===== src/rtl/dtx_host_pkg.sv =====
package dtx_host_pkg;
  localparam int DW = 4;
  // control A field positions
  localparam int CA_CP    = 1;
  localparam int CA_IRQ   = 2;
  localparam int CA_REDIR = 3;
  // control B field positions
  localparam int CB_NOBURST = 0;
  localparam int CB_TEST    = 1;
  // status field positions
  localparam int ST_IRQ  = 0;
  localparam int ST_TXE  = 1;
  localparam int ST_RXF  = 2;
  localparam int ST_DSTR = 3;
  localparam int ST_EVT  = 3;  // number of read-clear flags

  typedef enum logic {BUS_SPLIT_NO = 1'b0, BUS_SPLIT = 1'b1} bus_kind_e;
endpackage


===== src/rtl/dtx_bus_sense.sv =====
module dtx_bus_sense
  import dtx_host_pkg::*;
#(
  parameter int W = DW
) (
  input  logic         clk,
  input  logic         rst,
  input  logic         cs_n,
  input  logic         strobe_a,
  input  logic         strobe_b,
  input  logic         reg_sel,
  input  logic [W-1:0] dq_in,
  output logic         wr_commit,
  output logic         wr_rs,
  output logic [W-1:0] wr_data,
  output logic         rd_active,
  output logic         rd_start,
  output logic         rd_start_rs,
  output logic         rd_end,
  output logic         rd_end_rs
);
  logic         s_cs_n, p_cs_n, s_a, s_b, s_rs;
  logic [W-1:0] s_d;
  bus_kind_e    kind_q, kind;
  logic         cs_fall, rd_now, wr_now, rd_q, wr_q;

  always_ff @(posedge clk) begin
    if (rst) begin
      s_cs_n <= 1'b1;
      p_cs_n <= 1'b1;
      s_a    <= 1'b0;
      s_b    <= 1'b1;
      s_rs   <= 1'b0;
      s_d    <= '0;
    end else begin
      s_cs_n <= cs_n;
      p_cs_n <= s_cs_n;
      s_a    <= strobe_a;
      s_b    <= strobe_b;
      s_rs   <= reg_sel;
      s_d    <= dq_in;
    end
  end

  assign cs_fall = p_cs_n & ~s_cs_n;
  assign kind    = cs_fall ? bus_kind_e'(s_a) : kind_q;

  always_comb begin
    if (kind == BUS_SPLIT) begin
      rd_now = ~s_cs_n & ~s_a;
      wr_now = ~s_cs_n & ~s_b;
    end else begin
      rd_now = ~s_cs_n & s_a & s_b;
      wr_now = ~s_cs_n & s_a & ~s_b;
    end
  end

  always_ff @(posedge clk) begin
    if (rst) begin
      kind_q    <= BUS_SPLIT_NO;
      rd_q      <= 1'b0;
      wr_q      <= 1'b0;
      wr_rs     <= 1'b0;
      wr_data   <= '0;
      rd_end_rs <= 1'b0;
    end else begin
      kind_q <= kind;
      rd_q   <= rd_now;
      wr_q   <= wr_now;
      if (wr_now) begin
        wr_data <= s_d;
        wr_rs   <= s_rs;
      end
      if (rd_now && !rd_q) rd_end_rs <= s_rs;
    end
  end

  assign wr_commit   = wr_q & ~wr_now;
  assign rd_active   = rd_now;
  assign rd_start    = rd_now & ~rd_q;
  assign rd_start_rs = s_rs;
  assign rd_end      = rd_q & ~rd_now;


  rdwr_excl_chk: assert property (@(posedge clk) disable iff (rst)
    rd_start |-> !wr_q);
endmodule


===== src/rtl/dtx_ctrl_regs.sv =====
module dtx_ctrl_regs
  import dtx_host_pkg::*;
#(
  parameter int W = DW
) (
  input  logic         clk,
  input  logic         rst,
  input  logic         wr_commit,
  input  logic         wr_rs,
  input  logic [W-1:0] wr_data,
  output logic [W-1:0] ctrl_a,
  output logic [W-1:0] ctrl_b,
  output logic [W-1:0] tx_data,
  output logic         tx_load
);
  always_ff @(posedge clk) begin
    if (rst) begin
      ctrl_a  <= '0;
      ctrl_b  <= '0;
      tx_data <= '0;
      tx_load <= 1'b0;
    end else begin
      tx_load <= 1'b0;
      if (wr_commit) begin
        if (!wr_rs) begin
          tx_data <= wr_data;
          tx_load <= 1'b1;
        end else if (ctrl_a[CA_REDIR]) begin
          ctrl_b           <= wr_data;
          ctrl_a[CA_REDIR] <= 1'b0;
        end else begin
          ctrl_a <= wr_data;
        end
      end
    end
  end


  redirect_chk: assert property (@(posedge clk) disable iff (rst)
    (wr_commit && wr_rs && ctrl_a[CA_REDIR]) |=>
      (!ctrl_a[CA_REDIR] && ctrl_b == $past(wr_data)));

  txpulse_chk: assert property (@(posedge clk) disable iff (rst)
    tx_load |=> !tx_load);
endmodule


===== src/rtl/dtx_status_unit.sv =====
module dtx_status_unit
  import dtx_host_pkg::*;
#(
  parameter int W = DW
) (
  input  logic         clk,
  input  logic         rst,
  input  logic         cp_mode,
  input  logic         irq_en,
  input  logic         burst_on,
  input  logic         test_on,
  input  logic         rx_valid,
  input  logic [W-1:0] rx_code,
  input  logic         dsteer,
  input  logic         tx_ready,
  input  logic         cp_cmp,
  input  logic         rd_start,
  input  logic         rd_end,
  input  logic         rd_end_rs,
  output logic [W-1:0] status,
  output logic [W-1:0] rx_reg,
  output logic         irq_pull
);
  logic [ST_EVT-1:0] snap, clr;
  logic              rx_set, tx_set;

  assign rx_set = rx_valid & ~cp_mode;
  assign tx_set = tx_ready & burst_on;

  for (genvar i = 0; i < ST_EVT; i++) begin : g_clr
    assign clr[i] = rd_end & rd_end_rs & snap[i];
  end

  always_ff @(posedge clk) begin
    if (rst) begin
      status   <= '0;
      rx_reg   <= '0;
      snap     <= '0;
      irq_pull <= 1'b0;
    end else begin
      if (rd_start) snap <= status[ST_EVT-1:0];
      status[ST_DSTR] <= dsteer;
      if (rx_set)           status[ST_RXF] <= 1'b1;
      else if (clr[ST_RXF]) status[ST_RXF] <= 1'b0;
      if (!burst_on)        status[ST_TXE] <= 1'b0;
      else if (tx_set)      status[ST_TXE] <= 1'b1;
      else if (clr[ST_TXE]) status[ST_TXE] <= 1'b0;
      if (irq_en && (rx_set || tx_set)) status[ST_IRQ] <= 1'b1;
      else if (clr[ST_IRQ])             status[ST_IRQ] <= 1'b0;
      if (rx_set) rx_reg <= rx_code;
      if (cp_mode && irq_en)  irq_pull <= ~cp_cmp;
      else if (!cp_mode && test_on) irq_pull <= ~status[ST_DSTR];
      else if (!cp_mode && irq_en)  irq_pull <= status[ST_IRQ];
      else                          irq_pull <= 1'b0;
    end
  end


  txe_gate_chk: assert property (@(posedge clk) disable iff (rst)
    !burst_on |=> !status[ST_TXE]);

  irq_flag_chk: assert property (@(posedge clk) disable iff (rst)
    $rose(status[ST_IRQ]) |-> $past(irq_en));

  readclr_chk: assert property (@(posedge clk) disable iff (rst)
    (clr[ST_RXF] && !rx_set) |=> !status[ST_RXF]);

  cp_follow_chk: assert property (@(posedge clk) disable iff (rst)
    (cp_mode && irq_en) |=> (irq_pull == !$past(cp_cmp)));
endmodule


===== src/rtl/dtx_host_port.sv =====
module dtx_host_port
  import dtx_host_pkg::*;
#(
  parameter int W = DW
) (
  input  logic         clk,
  input  logic         rst,
  input  logic         cs_n,
  input  logic         strobe_a,
  input  logic         strobe_b,
  input  logic         reg_sel,
  input  logic [W-1:0] dq_in,
  output logic [W-1:0] dq_out,
  output logic         dq_oe,
  input  logic [W-1:0] rx_code,
  input  logic         rx_valid,
  input  logic         dsteer,
  input  logic         tx_ready,
  input  logic         cp_cmp,
  output logic [W-1:0] ctrl_a,
  output logic [W-1:0] ctrl_b,
  output logic [W-1:0] tx_data,
  output logic         tx_load,
  output logic         irq_pull
);
  logic         wr_commit, wr_rs, rd_active, rd_start, rd_start_rs;
  logic         rd_end, rd_end_rs;
  logic [W-1:0] wr_data, status, rx_reg;

  dtx_bus_sense #(.W(W)) u_sense (
    .clk(clk), .rst(rst), .cs_n(cs_n), .strobe_a(strobe_a),
    .strobe_b(strobe_b), .reg_sel(reg_sel), .dq_in(dq_in),
    .wr_commit(wr_commit), .wr_rs(wr_rs), .wr_data(wr_data),
    .rd_active(rd_active), .rd_start(rd_start), .rd_start_rs(rd_start_rs),
    .rd_end(rd_end), .rd_end_rs(rd_end_rs)
  );

  dtx_ctrl_regs #(.W(W)) u_ctrl (
    .clk(clk), .rst(rst), .wr_commit(wr_commit), .wr_rs(wr_rs),
    .wr_data(wr_data), .ctrl_a(ctrl_a), .ctrl_b(ctrl_b),
    .tx_data(tx_data), .tx_load(tx_load)
  );

  dtx_status_unit #(.W(W)) u_stat (
    .clk(clk), .rst(rst), .cp_mode(ctrl_a[CA_CP]), .irq_en(ctrl_a[CA_IRQ]),
    .burst_on(~ctrl_b[CB_NOBURST]), .test_on(ctrl_b[CB_TEST]),
    .rx_valid(rx_valid), .rx_code(rx_code), .dsteer(dsteer),
    .tx_ready(tx_ready), .cp_cmp(cp_cmp), .rd_start(rd_start),
    .rd_end(rd_end), .rd_end_rs(rd_end_rs), .status(status),
    .rx_reg(rx_reg), .irq_pull(irq_pull)
  );

  always_ff @(posedge clk) begin
    if (rst) begin
      dq_oe  <= 1'b0;
      dq_out <= '0;
    end else begin
      dq_oe <= rd_active;
      if (rd_start) dq_out <= rd_start_rs ? status : rx_reg;
    end
  end


  hiz_chk: assert property (@(posedge clk) disable iff (rst)
    $past(cs_n, 2) |-> !dq_oe);
endmodule


===== config.mk =====
export PLATFORM = sky130hd
export DESIGN_NAME = dtx_host_port
export DESIGN_NICKNAME = d
export VERILOG_FILES = /design/src/rtl/dtx_host_pkg.sv /design/src/rtl/dtx_bus_sense.sv /design/src/rtl/dtx_ctrl_regs.sv /design/src/rtl/dtx_status_unit.sv /design/src/rtl/dtx_host_port.sv
export SDC_FILE = /design/constraint.sdc
export NUM_CORES = 1
export LEC_CHECK = 0
export BUFFER_PORTS_ARGS = -buffer_cell sky130_fd_sc_hd__buf_2
export CORE_MARGIN = 2
export CORE_UTILIZATION = 57
export CTS_BUF_LIST = sky130_fd_sc_hd__clkbuf_16
export DETAILED_ROUTE_END_ITERATION = 10
export PLACE_DENSITY = 0.82
export SLEW_MARGIN = 20
export SYNTH_ARGS = -nofsm -noshare
export SYNTH_HDL_FRONTEND = slang
export SYNTH_SLANG_ARGS = --single-unit
export TNS_END_PERCENT = 50

===== constraint.sdc =====
create_clock -name clk -period 2.59 [get_ports clk]
set_input_delay 0.1295 -clock clk [delete_from_list [all_inputs] [get_ports clk]]
set_output_delay 0.1295 -clock clk [all_outputs]
set_load 0.01 [all_outputs]

==> impl_metrics.tcl <==
set metrics [dict create \
    finalSetupViolCount 0 \
    cts_made_buffers 5 \
    dp_hpwl_um 2360 \
    dieWidth_um 60.4 \
    ys_types 31 \
    antenna_cells 0 \
    power-per-cell-area_nw_per_um2 706 \
    maxCapViolCount 0 \
    drtAntennaViolNets 0 \
    hold_depth 2 \
    firstDrtPassIters 4 \
    hold_buffers 0 \
    netlist_area_sq_um 1820 \
    seq_area_sq_um 941 \
    rsz0062_at_grt "no" \
    hold_class "primary input to flop" \
    layout_min_cycle_time_ps 1800 \
    grt_pass1_wl_um 5890 \
    critical_path.max_fanout 12 \
    cts.sink_count 47 \
    worstSetupPathType "flop to flop" \
    syn-num-nets 192 \
    start_util 0.595 \
    clk_pin_slew_ps 60 \
    grt_pass1_vias 1292 \
    hold_viol 0 \
    synth-seq-cells 47 \
    vdd_ir_drop_max_mv 0.425 \
    finClkSkew_ps 4.44 \
    maxSlewViolCount 0 \
    dp.cells 241 \
    tritoncts "done" \
    core_sq_um 3050 \
    utilization 0.700 \
    clock_latency_ps 280 \
    endpoint_kind "flop" \
    cts_resized 0 \
    worst_r2r_endpoint "u_sense.rd_end_rs$_SDFFE_PP0P_" \
    slew_headroom 0.471 \
    drtIter0Drc 77 \
    grtUsageTotal 0.220 \
    hold_start "strobe_b" \
    drt-wirelength-per-cell_um 13.7 \
    status "finished, final reports clean" \
    mostFrequentLayoutCells "dfxtp_1 (47), buf_2 (36), mux2i_1 (29)" \
    antenna_found_initial 0 \
    cp.required_ps 2730 \
    multi_input_area_sq_um 791 \
    syn2layout_area_growth_pct 17.8 \
    row_count 20 \
    root_buffer "clkbuf_16" \
    r2r_setup_slack_ps 790 \
    avgViaCountPerCell 5.11 \
    via_count 1272 \
    timing.setup.tns_ps 0 \
    synthCells 174 \
    gp_congestion 0.725 \
    clock.fmax_mhz 554 \
    nets 222 \
    cts_setup_buffers 0 \
    wl_um 3410 \
    arrival_ps 1940 \
    dieArea_sq_um 3650 \
    drcViolationCount 0 \
    min_period_over_period 0.697 \
    holdPathEnd "u_sense.s_b$_SDFF_PP1_" \
    die_y_um 60.4 \
    r2r_start "u_sense.s_a$_SDFF_PP0_" \
    fin_cells 249 \
    fillers 250 \
    grt_max_degree 52 \
    yosys_warnings 0 \
    io_pins 37 \
    htreeDepth 2 \
    port_buffers 36 \
    seq_area_frac_synth 0.518 \
    worst_pin_slew_ps 794 \
    p_leak_nw 0.913 \
    grt_overflow 0 \
    clk_path_buf_depth 2 \
    crit_path_start_kind "flop" \
    r2r_cells 4 \
    drive_above_1_share 0.244 \
    holdWs_ps 31.4 \
    syn_area_per_cell_sq_um 10.4 \
    mostFrequentLayoutCell "dfxtp_1" \
]
## report_power, final
group / switching [mW] / internal, mW
registers: 0.0123 / 0.739
clock network: 0.252 / 0.450
logic: 0.0274 / 0.0296
## layout make-up
type,count,area share
multi-input combinational,112,0.370
timing repair buffer,36,0.0843
clock buffer,5,0.0585
sequential,47,0.440
clock inverter,3,0.0181
inverter,2,0.00351
tap,44,0.0257
## worst max-delay path, stage by stage, from the launching register on
cell,delay [ps]
dfxtp_1,330
nand2b_1,210
a2111oi_4,790
mux2i_1,270
nor2_1,60
## layer usage
layer	track usage	part of all wire	vias up
met5	0	0	-
met4	0.0745	0.016	0
met3	0.0597	0.049	6
met2	0.394	0.54	28
met1	0.253	0.40	591
li1	-	-	647
## kinds of logic after synthesis
group                  Yosys count  synth area share
buffers and inverters           15            0.0462
AO/OA/AOI/OAI                   20            0.0875
AND/OR/NAND/NOR                 63             0.188
flip-flops                      47             0.518
multiplexers                    29             0.160
## metrics by stage
step           setup slack [ps]  cell area, sq um  power [mW]
6_report                    785              2140        1.51
5_1_grt                     609              2140        1.56
4_1_cts                     775              2140        1.52
3_5_place_dp                772              1970       0.825
3_3_place_gp                871              1970       0.821
2_1_floorplan              1110              1820       0.804
## cell usage after synthesis
cell type  number  area share
buf_2           1      0.0028
nor2_1         24       0.050
a211oi_1        4       0.017
o21ai_0         5       0.014
nand2_1         1      0.0021
nand3b_1        1      0.0041
or3_1           1      0.0034
inv_1           2      0.0041
nand2b_1       17       0.059
a2111oi_4       1       0.015
or2_2           3       0.010
a21bo_2         1      0.0055
a311oi_1        1      0.0048
nor3b_1         1      0.0041
or3b_2          1      0.0048
nor2b_2         1      0.0048
a31oi_1         1      0.0034
clkbuf_1        7       0.014
buf_6           2       0.012
a21oi_1         3      0.0083
a41o_1          1      0.0055
o211a_1         1      0.0055
nor2b_1        10       0.034
o21a_1          1      0.0041
dfxtp_1        47        0.52
nor3_1          1      0.0028
or4b_1          1      0.0055
mux2i_1        29        0.16
buf_4           3       0.012
nand4_1         1      0.0034
a2111oi_0       1      0.0048
## how the worst max path moves through the flow
stage	start	endpoint	slack [ps]	cells past startpoint
finish	u_sense.s_a$_SDFF_PP0_	u_sense.rd_end_rs$_SDFFE_PP0P_	790	4
global route	u_sense.s_a$_SDFF_PP0_	u_stat.snap[2]$_SDFFE_PP0P_	610	4
CTS	u_sense.s_a$_SDFF_PP0_	u_stat.snap[2]$_SDFFE_PP0P_	780	4
detailed placement	u_sense.s_a$_SDFF_PP0_	u_stat.snap[2]$_SDFFE_PP0P_	770	4
global placement	u_sense.s_a$_SDFF_PP0_	u_sense.rd_end_rs$_SDFFE_PP0P_	870	4
floorplan	u_sense.s_a$_SDFF_PP0_	u_sense.rd_end_rs$_SDFFE_PP0P_	1110	5
Note: power is estimated with default switching activity, not from simulation.
